==> src/rtl/ws_pkg.sv <==
package ws_pkg;
    typedef enum logic [2:0] {
        ST_IDLE     = 3'd0,
        ST_WAIT_BUF = 3'd1,
        ST_COUNT    = 3'd2,
        ST_DONE     = 3'd3,
        ST_TMO      = 3'd4,
        ST_HOLD     = 3'd5
    } ws_state_e;
endpackage

==> src/rtl/ws_halfrate.sv <==
// Toggle flop: a one-cycle tick on every second clock edge.
module ws_halfrate (
    input  logic clk,
    input  logic rst_n,
    output logic tick
);
    logic tog_q;

    always_ff @(posedge clk) begin
        if (!rst_n) tog_q <= 1'b0;
        else        tog_q <= ~tog_q;
    end

    assign tick = tog_q;
endmodule

==> src/rtl/ws_tick_cnt.sv <==
// Up counter advanced by the half-rate tick, cleared synchronously.
module ws_tick_cnt #(
    parameter int W = 5
) (
    input  logic         clk,
    input  logic         rst_n,
    input  logic         clr,
    input  logic         en,
    output logic [W-1:0] q
);
    always_ff @(posedge clk) begin
        if (!rst_n || clr) q <= '0;
        else if (en)       q <= q + 1'b1;
    end
endmodule

==> src/rtl/ws_strobe_dec.sv <==
// Qualifies the bus strobes with the window decode and the device select.
module ws_strobe_dec (
    input  logic win_hit,
    input  logic periph_pick,
    input  logic ior_n,
    input  logic iow_n,
    output logic sel,
    output logic rd_act,
    output logic wr_act
);
    assign sel    = win_hit & periph_pick;
    assign rd_act = sel & ~ior_n;
    assign wr_act = sel & ~iow_n;
endmodule

==> src/rtl/ws_wait_gen.sv <==
module ws_wait_gen #(
    parameter int RDY_TICKS = 4,
    parameter int TMO_TICKS = 16
) (
    input  logic clk,
    input  logic rst_n,
    input  logic win_hit,
    input  logic periph_pick,
    input  logic ior_n,
    input  logic iow_n,
    input  logic bufen_n,
    input  logic early_mode,
    output logic prd_n,
    output logic pwr_n,
    output logic dbuf_en_n,
    output logic iochrdy
);
    import ws_pkg::*;

    localparam int MAXT = (TMO_TICKS > RDY_TICKS) ? TMO_TICKS : RDY_TICKS;
    localparam int CW   = $clog2(MAXT + 1);

    ws_state_e state_q, state_d;
    logic sel, rd_act, wr_act, strobe;
    logic tick, cnt_clr, rdy_hit, tmo_hit;
    logic [CW-1:0] cnt;

    ws_strobe_dec u_dec (
        .win_hit    (win_hit),
        .periph_pick(periph_pick),
        .ior_n      (ior_n),
        .iow_n      (iow_n),
        .sel        (sel),
        .rd_act     (rd_act),
        .wr_act     (wr_act)
    );

    ws_halfrate u_div (
        .clk  (clk),
        .rst_n(rst_n),
        .tick (tick)
    );

    ws_tick_cnt #(.W(CW)) u_cnt (
        .clk  (clk),
        .rst_n(rst_n),
        .clr  (cnt_clr),
        .en   (tick),
        .q    (cnt)
    );

    assign strobe  = rd_act | wr_act;
    assign cnt_clr = (state_q != state_d);
    assign rdy_hit = tick && (cnt == CW'(RDY_TICKS - 1));
    assign tmo_hit = tick && (cnt == CW'(TMO_TICKS - 1));

    // state register
    always_ff @(posedge clk) begin
        if (!rst_n) state_q <= ST_IDLE;
        else        state_q <= state_d;
    end

    // next state
    always_comb begin
        state_d = state_q;
        unique case (state_q)
            ST_IDLE: begin
                if (strobe) state_d = ST_WAIT_BUF;
            end
            ST_WAIT_BUF: begin
                if (!strobe)                  state_d = ST_HOLD;
                else if (!bufen_n)            state_d = ST_COUNT;
                else if (early_mode && tmo_hit) state_d = ST_TMO;
            end
            ST_COUNT: begin
                if (!strobe)      state_d = ST_HOLD;
                else if (rdy_hit) state_d = ST_DONE;
            end
            ST_DONE, ST_TMO: begin
                if (!strobe) state_d = ST_HOLD;
            end
            ST_HOLD: begin
                if (!sel) state_d = ST_IDLE;
            end
            default: state_d = ST_IDLE;
        endcase
    end

    // outputs
    always_comb begin
        prd_n     = ~rd_act;
        pwr_n     = ~wr_act;
        dbuf_en_n = 1'b1;
        iochrdy   = 1'b1;
        unique case (state_q)
            ST_IDLE:     iochrdy = ~(early_mode & sel);
            ST_WAIT_BUF: iochrdy = ~(early_mode | ~bufen_n);
            ST_COUNT: begin
                iochrdy   = 1'b0;
                dbuf_en_n = ~strobe;
            end
            ST_DONE:     dbuf_en_n = ~strobe;
            ST_TMO, ST_HOLD: ;
            default: ;
        endcase
    end
endmodule

==> config.mk <==
export PLATFORM = sky130hd
export DESIGN_NAME = ws_wait_gen
export DESIGN_NICKNAME = d
export VERILOG_FILES = /design/src/rtl/ws_pkg.sv /design/src/rtl/ws_halfrate.sv /design/src/rtl/ws_tick_cnt.sv /design/src/rtl/ws_strobe_dec.sv /design/src/rtl/ws_wait_gen.sv
export SDC_FILE = /design/constraint.sdc
export NUM_CORES = 1
export LEC_CHECK = 0
export ABC_AREA = 1
export BUFFER_PORTS_ARGS = -buffer_cell sky130_fd_sc_hd__buf_2
export CAP_MARGIN = 20
export CORE_MARGIN = 2
export CORE_UTILIZATION = 47
export DETAILED_ROUTE_END_ITERATION = 10
export PLACE_DENSITY = 0.72
export SLEW_MARGIN = 15
export SYNTH_ARGS = -nofsm -noshare
export SYNTH_HDL_FRONTEND = slang
export SYNTH_SLANG_ARGS = --single-unit
==> constraint.sdc <==
create_clock -name clk -period 1.8 [get_ports clk]
set_clock_uncertainty 0.15 [all_clocks]
set_input_delay 0.09 -clock clk [delete_from_list [all_inputs] [get_ports clk]]
set_output_delay 0.09 -clock clk [all_outputs]
set_load 0.005 [all_outputs]
[Word-level counts from Yosys, hierarchy flattened]
Index checks and enable logic that the tools add are counted.
Word-level totals
  bits in registers: 9
  word-level logic and storage cells: 46
Operators by class
  add/sub/neg operators: 1
  mux-type cells: 11
  reductions and logical operators: 8
  bitwise gates (word level): 15
  eq/ne operators: 8
Operators by type and width (number)
  2-to-1 mux 3 bit: 8
  case mux 3 bit (5 select lines): 1
  inverter 1 bit: 9
  == test 3 x 2 -> 1 bit (second input constant): 2
  == test 3 bit (second input constant): 2
  adder 5 x 1 -> 5 bit (second input constant): 1
  == test 5 x 2 -> 1 bit (second input constant): 1
  == test 5 x 4 -> 1 bit (second input constant): 1
  bitwise AND 1 bit: 4
  OR reduction 2 bit: 2
  == test 3 x 1 -> 1 bit (second input constant): 1
  logical AND 1 bit: 3
  zero test 3 bit: 1
  inequality test 3 bit: 1
  case mux 1 bit (3 select lines): 1
  OR 1 bit: 2
  zero test 1 bit: 1
  logical OR 1 bit: 1
  2-to-1 mux 1 bit: 1

[Longest topological paths before layout]
  depth after elaboration: 9
  mapped depth: 13
  depth with buffers taken out: 13

[Modules after synthesis]
A second synthesis with hierarchy kept.
Second synthesis, totals
  cells, all modules: 113
  area, all modules: 673.1 um^2
By module, submodules not included
  ws_wait_gen: area an instance 407.9 um^2, cells an instance 76, instances 1
  ws_tick_cnt: area an instance 220.2 um^2, cells an instance 30, instances 1
  ws_halfrate: area an instance 30.0 um^2, cells an instance 3, instances 1
  ws_strobe_dec: area an instance 15.0 um^2, cells an instance 4, instances 1

[Least setup slack after synthesis]
Ideal clock, no wire load.
  path type: flip-flop to flip-flop
  from: register u_cnt.q[0]
  to: register u_cnt.q[4]
  clock period less this slack: 1780 ps
  setup slack: 20 ps
  data required time: 1533 ps
  path buffers: 0
  library setup time: 117 ps
  cell stages (with the launch flop): 12
  arrival time: 1513 ps
  path through: dfxtp_1 ha_1 and3_1 ha_1 nand3_1 inv_1 nand3_1 nand4_1 nor2_1 nor2_4 nand3_2 nor2_1
Between the ends
  word-level cells in the longest chain between the ends: 9
  elaborated cells on any way between the ends: 14
  classes of those cells: 1 x add/sub; 3 x eq/ne; 6 x mux; 4 x reduce/logical
RTL lines
  from (decl): line ws_tick_cnt.sv:9  | output logic [W-1:0] q
  from (signal assigned): line ws_tick_cnt.sv:13  | else if (en) q <= q + 1'b1;
  == test 5 x 4 -> 1 bit: line ws_wait_gen.sv:55  | assign tmo_hit = tick && (cnt == CW'(TMO_TICKS - 1));
  logical AND 1 bit: line ws_wait_gen.sv:55
  logical AND 1 bit: line ws_wait_gen.sv:73  | else if (early_mode && tmo_hit) state_d = ST_TMO;
  2-to-1 mux 3 bit: line ws_wait_gen.sv:73
  2-to-1 mux 3 bit: line ws_wait_gen.sv:72  | else if (!bufen_n) state_d = ST_COUNT;
  2-to-1 mux 3 bit: line ws_wait_gen.sv:71  | if (!strobe) state_d = ST_HOLD;
  case mux 3 bit (5 select lines): line ws_wait_gen.sv:66  | unique case (state_q)
  inequality test 3 bit: line ws_wait_gen.sv:53  | assign cnt_clr = (state_q != state_d);
  logical OR 1 bit: line ws_tick_cnt.sv:12  | if (!rst_n || clr) q <= '0;
Parallel ways exist; a longest one is shown, timed or not.
A chain may end at the register's enable or synchronous reset.

[Worst setup path in the final report]
  from: register u_cnt.q[1]
  to: register u_cnt.q[2]
The elaborated chain is that of the path after synthesis.

==> impl_metrics.tcl <==
set metrics [dict create \
    status "complete, but fails checks" \
    violations "negative setup slack" \
    antenna_cells 0 \
    portBuffers 11 \
    clock_sinks 9 \
    antenna_found_initial 0 \
    combPwrFrac_pct 40.8 \
    start_util_pct 50.4 \
    cts_buffer_depth 2 \
    coreArea_mm2 0.00132 \
    dr.pass1.iters 4 \
    final_util_pct 71.3 \
    ios 12 \
    cp_top_family "simple AND/OR/NAND/NOR gates" \
    root_buffer "clkbuf_4" \
    startpoint_type "flop" \
    max_slew.worst_pin.slew_ns 0.288 \
    dr_total_vias 758 \
    max-slew-margin-rel_pct 80.8 \
    ys_top_cells_by_count "30 x nand2_1, 15 x nor2_1, 11 x inv_1, 9 x dfxtp_1, 8 x nand3_1" \
    path_buf_inv 0 \
    grt_usage_pct 20.7 \
    die_area_mm2 0.00173 \
    synth_area_per_cell_um2 6.33 \
    swShare_pct 35.9 \
    post-route-period-util_pct 102 \
    ys_ff_latch 9 \
    ys_async_sr_fraction_pct 0 \
    crit_required_ns 1.79 \
    wl_per_cell_um 11.7 \
    cp_common_cell "nand2_2" \
    fp-row-count 13 \
    htree_levels 1 \
    synth_cells 105 \
    ys.flop_type "dfxtp_1" \
    synth-edff-count 0 \
    arrival_ns 1.83 \
    final_nets 143 \
    worstPathCellList "ha_4 > and3_4 > ha_4 > nand3_4 > nand2_2 > nand2_1 > nand2_1 > nand2_2 > o21bai_1 > nand2_2 > nand3_4 > nor2_1" \
    gp_congestion 0.903 \
    drc 0 \
    die_w_um 41.6 \
    leakage_nw 0.454 \
    dp_hpwl_mm 1.22 \
    max_cap_viol_count 0 \
    drive_above_1_share_pct 40.9 \
    worstSkewPairLatency_ns 0.25 \
    netlist_area_um2 664 \
    grt_first_pass_wirelength_mm 2.84 \
    routed_via_density 5.16 \
    die_h_um 41.6 \
    ant_nets 0 \
    first_iter_violations 33 \
    cts_buffers 3 \
    gr-total-overflow 0 \
    endpoint_kind "flop" \
    power.density_mw_per_mm2 694 \
    slowest_stage "dfxtp_2" \
    syn_nets 115 \
    synth_cell_types 24 \
    synth_top_area_cell "dfxtp_1" \
    place_inst 137 \
    peakVddDrop_mv 0.467 \
    power.internal_uw 418 \
    syn2layout_area_growth_pct 41.4 \
    p_seq_share_pct 36.9 \
    finalSetupViolations 5 \
    grt_start_max_net_pins 10 \
    finalHoldViolations 0 \
    crit_type "reg2reg" \
    yosysSeqAreaShare_pct 27.1 \
    synth.area.top_cells "dfxtp_1 27%, nand2_1 17%, nor2_1 8.5%" \
    min_path_type "in2reg" \
    ys_warn_count 0 \
    yosysMostFrequentCell "nand2_1" \
    power.switching_uw 234 \
    power_frac_clock_pct 22.2 \
    critical_path.max_stage_delay_ns 0.35 \
    worstPathMaxFanout 5 \
    yosys.area.top_type_share_pct 27.1 \
    rsz0062_at_grt "yes" \
    drt-total-wl_mm 1.72 \
    tritoncts "built" \
    max_freq_ghz 0.545 \
    fin_cells 147 \
    timing.final.crit_period_ns 1.84 \
    drv_slew 0 \
    grt_pass1_vias 723 \
    finalWorstSetupSlack_ns -0.0352 \
    clk_pin_slew_ns 0.06 \
]
-- layout by cell type, fill, tap and decap left out, types with 4 or more instances in the layout --
cell type	instances
nand2_1	27
nor2_1	11
buf_2	11
buf_4	11
inv_1	10
dfxtp_1	7
nor2_2	6
nand3_1	6
nand2_2	5
inv_2	5
nand4_1	4
-- power groups by stage --
| stage | Clock [mW] | Combinational [mW] | Sequential (mW) |
|---|---|---|---|
| 2_1_floorplan | 0 | 0.138 | 0.235 |
| 3_3_place_gp | 0 | 0.198 | 0.239 |
| 3_5_place_dp | 0 | 0.202 | 0.240 |
| 4_1_cts | 0.153 | 0.240 | 0.239 |
| 5_1_grt | 0.161 | 0.296 | 0.243 |
| 6_report | 0.145 | 0.266 | 0.241 |
-- cell families after synthesis --
kind of cell / count (synthesis) / synth area share (%)
fa+ha+maj: 2 / 3.77
compound gates: 10 / 10.9
flops: 9 / 27.1
simple gates: 64 / 43.1
buf+inv: 16 / 9.60
xor+xnor: 3 / 3.96
mux: 1 / 1.51
-- metrics by stage --
step	power (mW)	setup WS (ns)	setup TNS, ns	hold slack (ns)	cell area [um2]
after floorplan	0.373	0.0197	0	0.0866	664
after global placement	0.438	-0.0307	-0.128	0.235	783
after detailed placement	0.442	-0.0895	-0.350	0.239	783
after CTS	0.632	-0.0120	-0.0322	0.0697	895
after global routing	0.700	-0.191	-0.976	0.112	940
final	0.652	-0.0352	-0.137	0.0839	940
-- final timing paths --
kind | start | endpoint | slack (ns) | cells after the start
setup / recovery | u_cnt.q[1] | u_cnt.q[2] | -0.04 | 12
hold / removal | bufen_n | state_q[1] | 0.08 | 4
setup reg to reg | u_cnt.q[1] | u_cnt.q[2] | -0.04 | 12
hold reg to reg | state_q[1] | state_q[1] | 0.47 | 2
-- layout make-up --
cell class                      count  area, um2
Fill cell                         116        378
Tap cell                           15       18.8
Multi-Input combinational cell     80        497
Timing Repair Buffer               24        159
Inverter                           15       56.3
Sequential cell                     9        183
Clock buffer                        4       26.3
-- state kept, by name (all words and copies together), names as in the netlist --
signal      cells
state_q         3
u_cnt.q         5
u_div.tick      1
-- what timing repair did --
action	in CTS	in global routing
gates cloned	0	0
gates resized for setup	15	6
setup endpoints to repair	5	7
setup buffers	2	3
hold buffers	1	0
pin swaps	12	10
hold endpoints to repair	2	0
-- worst min-delay path: cells and delay by family --
kind                   cells  cell delay (ns)
and+or+nand+nor            2             0.14
AOI/OAI and AO/OA          1             0.08
buffers and inverters      1             0.11
-- layer usage --
| layer | vias to the layer above | share of wire (%) | global-route usage [%] |
|---|---|---|---|
| met5 | - | 0 | 0 |
| met4 | 0 | 0.70 | 12.3 |
| met1 | 342 | 50 | 27.8 |
| met3 | 2 | 6.4 | 3.91 |
| met2 | 25 | 43 | 30.6 |
| li1 | 389 | - | - |
No activity file was read; power rests on OpenSTA's default activity.
